<file path="config.mk">
export PLATFORM = sky130hd
export DESIGN_NAME = carrier_window_demod
export DESIGN_NICKNAME = d
export VERILOG_FILES = /design/src/rtl/cwd_pkg.sv /design/src/rtl/cwd_sync.sv /design/src/rtl/cwd_interval.sv /design/src/rtl/cwd_fsm.sv /design/src/rtl/carrier_window_demod.sv
export SDC_FILE = /design/constraint.sdc
export NUM_CORES = 1
export LEC_CHECK = 0
export ABC_AREA = 1
export CORE_MARGIN = 2
export CORE_UTILIZATION = 51
export CTS_BUF_LIST = sky130_fd_sc_hd__clkbuf_8
export DETAILED_ROUTE_END_ITERATION = 8
export GPL_ROUTABILITY_DRIVEN = 0
export PLACE_DENSITY = 0.76
export SKIP_LAST_GASP = 1
export SLEW_MARGIN = 0
export SYNTH_ARGS = -nofsm -noshare
export SYNTH_HDL_FRONTEND = slang
export SYNTH_SLANG_ARGS = --single-unit
</file>
<file path="constraint.sdc">
create_clock -name clk -period 1.46 [get_ports clk]
set_input_delay 0.146 -clock clk [delete_from_list [all_inputs] [get_ports clk]]
set_output_delay 0.146 -clock clk [all_outputs]
set_load 0.01 [all_outputs]
</file>
<file path="src/rtl/cwd_pkg.sv">
package cwd_pkg;

    typedef enum logic [1:0] {
        ST_IDLE  = 2'd0,
        ST_ARMED = 2'd1,
        ST_MARK  = 2'd2
    } cwd_state_e;

    // Lower acceptance limit: nominal minus narrow or wide slack.
    function automatic int unsigned lo_limit(input int unsigned nom,
                                             input int unsigned narrow,
                                             input int unsigned wide,
                                             input logic widen);
        return widen ? (nom - wide) : (nom - narrow);
    endfunction

    // Upper acceptance limit: nominal plus narrow or wide slack.
    function automatic int unsigned hi_limit(input int unsigned nom,
                                             input int unsigned narrow,
                                             input int unsigned wide,
                                             input logic widen);
        return widen ? (nom + wide) : (nom + narrow);
    endfunction

endpackage

</file>
<file path="src/rtl/cwd_sync.sv">
module cwd_sync #(
    parameter int unsigned STAGES = 2
) (
    input  logic clk,
    input  logic rst_n,
    input  logic din,
    output logic lvl,
    output logic rise
);
    logic [STAGES-1:0] pipe_q;
    logic              prev_q;

    generate
        if (STAGES == 1) begin : g_one
            always_ff @(posedge clk or negedge rst_n) begin
                if (!rst_n) pipe_q <= '0;
                else        pipe_q <= din;
            end
        end else begin : g_many
            always_ff @(posedge clk or negedge rst_n) begin
                if (!rst_n) pipe_q <= '0;
                else        pipe_q <= {pipe_q[STAGES-2:0], din};
            end
        end
    endgenerate

    always_ff @(posedge clk or negedge rst_n) begin
        if (!rst_n) prev_q <= 1'b0;
        else        prev_q <= pipe_q[STAGES-1];
    end

    assign lvl  = pipe_q[STAGES-1];
    assign rise = pipe_q[STAGES-1] & ~prev_q;


    rise_single_chk: assert property (@(posedge clk) disable iff (!rst_n)
        rise |=> !rise);
endmodule

</file>
<file path="src/rtl/cwd_interval.sv">
module cwd_interval #(
    parameter int unsigned LIMIT = 21,
    localparam int unsigned CW   = $clog2(LIMIT + 1)
) (
    input  logic          clk,
    input  logic          rst_n,
    input  logic          run,
    input  logic          tick_en,
    input  logic          rise,
    output logic [CW-1:0] count
);
    localparam logic [CW-1:0] LIM = CW'(LIMIT);

    logic [CW-1:0] cnt_q;

    always_ff @(posedge clk or negedge rst_n) begin
        if (!rst_n)
            cnt_q <= '0;
        else if (!run)
            cnt_q <= '0;
        else if (rise)
            cnt_q <= tick_en ? CW'(1) : '0;
        else if (tick_en && cnt_q != LIM)
            cnt_q <= cnt_q + CW'(1);
    end

    assign count = cnt_q;


    restart_on_edge_chk: assert property (@(posedge clk) disable iff (!rst_n)
        rise |=> count <= CW'(1));


    count_sat_chk: assert property (@(posedge clk) disable iff (!rst_n)
        count <= LIM);


    count_clear_chk: assert property (@(posedge clk) disable iff (!rst_n)
        !run |=> count == '0);
endmodule

</file>
<file path="src/rtl/cwd_fsm.sv">
module cwd_fsm
    import cwd_pkg::*;
#(
    parameter int unsigned NOM    = 16,
    parameter int unsigned NARROW = 3,
    parameter int unsigned WIDE   = 4,
    parameter int unsigned LIMIT  = 21,
    localparam int unsigned CW    = $clog2(LIMIT + 1)
) (
    input  logic          clk,
    input  logic          rst_n,
    input  logic          demod_en,
    input  logic [1:0]    win_code,
    input  logic          rise,
    input  logic          lvl,
    input  logic [CW-1:0] count,
    output logic          bb_out
);
    localparam logic [CW-1:0] LIM = CW'(LIMIT);

    cwd_state_e    st_q, st_d;
    logic [CW-1:0] lo_b, hi_b;
    logic          in_win;
    logic          expired;
    logic          bb_q;

    always_comb begin
        lo_b    = CW'(lo_limit(NOM, NARROW, WIDE, win_code[1]));
        hi_b    = CW'(hi_limit(NOM, NARROW, WIDE, win_code[0]));
        in_win  = (count >= lo_b) && (count <= hi_b);
        expired = (count >= LIM);
    end

    // Next-state logic
    always_comb begin
        st_d = st_q;
        if (!demod_en) begin
            st_d = ST_IDLE;
        end else begin
            unique case (st_q)
                ST_IDLE:  if (rise) st_d = ST_ARMED;
                ST_ARMED: begin
                    if (rise)         st_d = in_win ? ST_MARK : ST_ARMED;
                    else if (expired) st_d = ST_IDLE;
                end
                ST_MARK: begin
                    if (rise)         st_d = in_win ? ST_MARK : ST_ARMED;
                    else if (expired) st_d = ST_IDLE;
                end
                default: st_d = ST_IDLE;
            endcase
        end
    end

    // State register
    always_ff @(posedge clk or negedge rst_n) begin
        if (!rst_n) st_q <= ST_IDLE;
        else        st_q <= st_d;
    end

    // Output register
    always_ff @(posedge clk or negedge rst_n) begin
        if (!rst_n) bb_q <= 1'b0;
        else        bb_q <= demod_en ? (st_d == ST_MARK) : lvl;
    end

    assign bb_out = bb_q;


    legal_state_chk: assert property (@(posedge clk) disable iff (!rst_n)
        st_q inside {ST_IDLE, ST_ARMED, ST_MARK});


    arm_first_chk: assert property (@(posedge clk) disable iff (!rst_n)
        (demod_en && st_q == ST_IDLE && rise) |=> (st_q == ST_ARMED && !bb_out));


    reject_edge_chk: assert property (@(posedge clk) disable iff (!rst_n)
        (demod_en && st_q != ST_IDLE && rise && !in_win) |=> (st_q == ST_ARMED && !bb_out));


    timeout_chk: assert property (@(posedge clk) disable iff (!rst_n)
        (demod_en && !rise && count == LIM) |=> st_q == ST_IDLE);


    disable_idle_chk: assert property (@(posedge clk) disable iff (!rst_n)
        !demod_en |=> st_q == ST_IDLE);
endmodule

</file>
<file path="src/rtl/carrier_window_demod.sv">
module carrier_window_demod #(
    parameter int unsigned NOM_TICKS   = 16,
    parameter int unsigned NARROW_TOL  = 3,
    parameter int unsigned WIDE_TOL    = 4,
    parameter int unsigned SLACK       = 1,
    parameter int unsigned SYNC_STAGES = 2
) (
    input  logic       clk,
    input  logic       rst_n,
    input  logic       tick_en,
    input  logic       demod_en,
    input  logic [1:0] win_code,
    input  logic       ir_in,
    output logic       bb_out
);
    localparam int unsigned LIMIT = NOM_TICKS + WIDE_TOL + SLACK;
    localparam int unsigned CW    = $clog2(LIMIT + 1);

    logic          lvl;
    logic          rise;
    logic [CW-1:0] count;

    cwd_sync #(.STAGES(SYNC_STAGES)) u_sync (
        .clk  (clk),
        .rst_n(rst_n),
        .din  (ir_in),
        .lvl  (lvl),
        .rise (rise)
    );

    cwd_interval #(.LIMIT(LIMIT)) u_interval (
        .clk    (clk),
        .rst_n  (rst_n),
        .run    (demod_en),
        .tick_en(tick_en),
        .rise   (rise),
        .count  (count)
    );

    cwd_fsm #(
        .NOM   (NOM_TICKS),
        .NARROW(NARROW_TOL),
        .WIDE  (WIDE_TOL),
        .LIMIT (LIMIT)
    ) u_fsm (
        .clk     (clk),
        .rst_n   (rst_n),
        .demod_en(demod_en),
        .win_code(win_code),
        .rise    (rise),
        .lvl     (lvl),
        .count   (count),
        .bb_out  (bb_out)
    );


    bypass_delay_chk: assert property (@(posedge clk) disable iff (!rst_n)
        ($past(rst_n, SYNC_STAGES + 1) && !$past(demod_en))
            |-> bb_out == $past(ir_in, SYNC_STAGES + 1));
endmodule

</file>
==> impl_results.md <==
* Status: finished with violations
* Violated checks: negative setup slack
* Global-route usage over all layers at 0.242
* Worst path required time at 1.57 ns
* Lkg Pwr at 0.513 nW
* Initial antenna violation count at 0
* Wire length of the first global-routing pass at 2530 um
* Port bufs at 7
* CTS Buffer Depth at 2
* H-tree levels at 1
* Antenna Cells at 0
* Initial Utilization at 0.545
* RSZ-0062 raised after global routing: true
* Fin crit period at 1.46 ns
* Critical path fanouts, max at 3
* CTS Root Buffer Type: clkbuf_8
* Largest net degree at the start of global routing at 12
* Hold-fix buffer count after cts at 0
* Setup TNS after final layout at -0.00129 ns
* Max-cap violations at 0
* PwrDens at 832 nW/um2
* Multi-input logic area at 463 um2
* Critical path class: flip-flop to flip-flop
* Final Max Tran Viols at 0
* Boundary pin count at 8
* TritonCTS Sinks at 11
* Area Growth Syn to Fin at 46.6%
* Post-DR vias/cell at 5.23
* Vias in the first global route at 648
* Congestion Overflow GR at 0
* Post-route ant nets at 0
* Crit path launch type: flip-flop
* Fraction of layout instances using a drive strength above 1 at 0.354
* CTS Buf Count at 3
* Worst skew pair latency at 0.23 ns
* Die area at 1710 um2
* Mapped Avg Cell Area at 8.06 um2
* Routed via count at 670
* Post-synth EDFFs at 0
* Syn_nets at 103
* Estimated wirelength of the detail-placed design at 1120 um
* Least-Margin Pin Slew at 0.501 ns
* Row cnt at 13
* Asr flop ratio synth at 1.00
* Post-route DRC at 0
* Core ar. at 1300 um2
* DIE HEIGHT at 41.3 um
* Fin. Hold Viols at 0
* Clock-pin transition on the worst setup and hold timing paths at 0.05 ns
* Mapped Area at 709 um2
* Layout Nets at 129
* Worst hold path class: input port to asynchronous set/reset pin
* Slew HR at 0.665
* Final Cycle Share at 1.00
* Wirelength, routed at 1690 um
* Tot Pwr at 0.865 mW
* Crit path DAT at 1.57 ns
* Filler cell count at 93
* DR pass1 iterations at 4
* Die Width at 41.3 um
* First-iteration detailed-routing DRC count at 7
* Layout Utilization at 0.799
* Distinct cells, synth at 24
* Fmax at 0.684 GHz
* Worst vdd ir at 0.646 mV
* CTS tree: built
* Worst setup EP type: flip-flop
* Post-synthesis sequential area ratio at 0.388
* Synth warn at 0
* Post-Synthesis Cells at 88
* Final-report setup violation count at 1
* WL per Instance at 13.2 um
* Reg area at 277 um2
* Top_reg_cell synth: dfrtp_1
* Clock skew at 0.000570 ns
* PnR worst setup slack at -0.00129 ns
* Yosys reg bits at 11
routing by layer:
| metal | wire, um | vias up | GRT usage |
|---|---|---|---|
| met5 | 0 | - | 0 |
| met4 | 14 | 0 | 0.121 |
| met3 | 26 | 2 | 0.0319 |
| met2 | 921 | 9 | 0.465 |
| met1 | 728 | 317 | 0.254 |
| li1 | - | 342 | - |
synth_stat cells, types with 2 or more instances:
master | instances | share of area
a21oi_1 | 4 | 0.028
dfrtp_1 | 11 | 0.39
ha_1 | 8 | 0.14
inv_1 | 11 | 0.058
inv_2 | 3 | 0.016
nand2_1 | 19 | 0.10
nand2_2 | 2 | 0.018
nand3_1 | 6 | 0.042
nand4_1 | 2 | 0.018
nor2_1 | 6 | 0.032
o21ai_0 | 2 | 0.014
o21ai_1 | 2 | 0.014
power breakdown:
| part | switching, mW | internal (mW) | leakage [nW] |
|---|---|---|---|
| registers | 0.0161 | 0.325 | 0.141 |
| logic | 0.117 | 0.121 | 0.346 |
| clock network | 0.103 | 0.184 | 0.0269 |
| total | 0.235 | 0.630 | 0.513 |
per-stage QoR:
step	cells	worst slack, ns	hold slack [ns]	instance area, um2
3_5_place_dp	122	-0.315	0.342	888
4_1_cts	128	-0.00530	0.252	968
2_1_floorplan	88	0.0134	-0.150	709
3_3_place_gp	122	-0.296	0.346	888
6_report	128	-0.00129	0.253	1040
5_1_grt	128	-0.0931	0.284	1040
placed cells by master (no fill, tap or decap), types with 2 or more instances in the layout:
master / instances
nand2_1: 18
buf_4: 13
inv_1: 11
dfrtp_1: 10
clkdlybuf4s50_1: 6
nor2_1: 5
ha_4: 5
inv_2: 4
nand3_1: 4
nand3_2: 3
nand2_2: 3
ha_1: 3
clkbuf_8: 3
nor2_2: 2
nand4_1: 2
a21oi_2: 2
o21ai_0: 2
o21ai_1: 2
a21oi_1: 2
repair_timing:
action,in CTS,in global routing
resized for setup,6,12
pin swaps,2,3
endpoints found under the setup margin,2,6
setup buffers,2,0
final timing paths:
check	startpoint	endpoint	slack [ns]	depth (start not counted)
worst max-delay path	u_interval.count[0]$_DFFE_PN0P_	u_fsm.bb_out$_DFF_PN0_	-0.001	10
worst min-delay path	rst_n	u_interval.count[3]$_DFFE_PN0P_	0.25	1
worst max register to register	u_interval.count[0]$_DFFE_PN0P_	u_fsm.bb_out$_DFF_PN0_	-0.001	10
worst min register to register	u_sync.pipe_q[0]$_DFF_PN0_	u_sync.pipe_q[1]$_DFF_PN0_	0.36	0
max in group asynchronous	rst_n	u_interval.count[1]$_DFFE_PN0P_	0.84	1
min in group clk	ir_in	u_sync.pipe_q[0]$_DFF_PN0_	0.36	1
cell type report:
class	count	area share
clock buffer	3	0.0397
inverter	15	0.0566
sequential	11	0.266
tap	15	0.0181
clock inverter	1	0.00361
multi-input combinational	62	0.445
timing repair buffer	21	0.171
critical path: stages (launching register included):
cell,delay (ns)
dfrtp_1,0.41
inv_4,0.09
ha_4,0.20
nor2_2,0.10
nand2_1,0.07
a21oi_2,0.12
nand2_1,0.08
nand2_1,0.09
nand2_2,0.06
nand2_2,0.06
o21bai_2,0.07
cells by family (layout without fill, tap and decap cells):
kind of cell    count (synthesis)  after routing  synth area share
simple gates                   41             41             0.275
buf+inv                        15             40            0.0794
compound gates                 13             13             0.116
flops                          11             11             0.388
fa+ha+maj                       8              8             0.141
registers in the layout (all words and copies together) (netlist names):
register and count:
u_fsm.bb_out 1, u_interval.count 5, u_fsm.st_q 2, u_sync.prev_q 1, u_sync.pipe_q 2
Power figures use the tool's default switching activity.
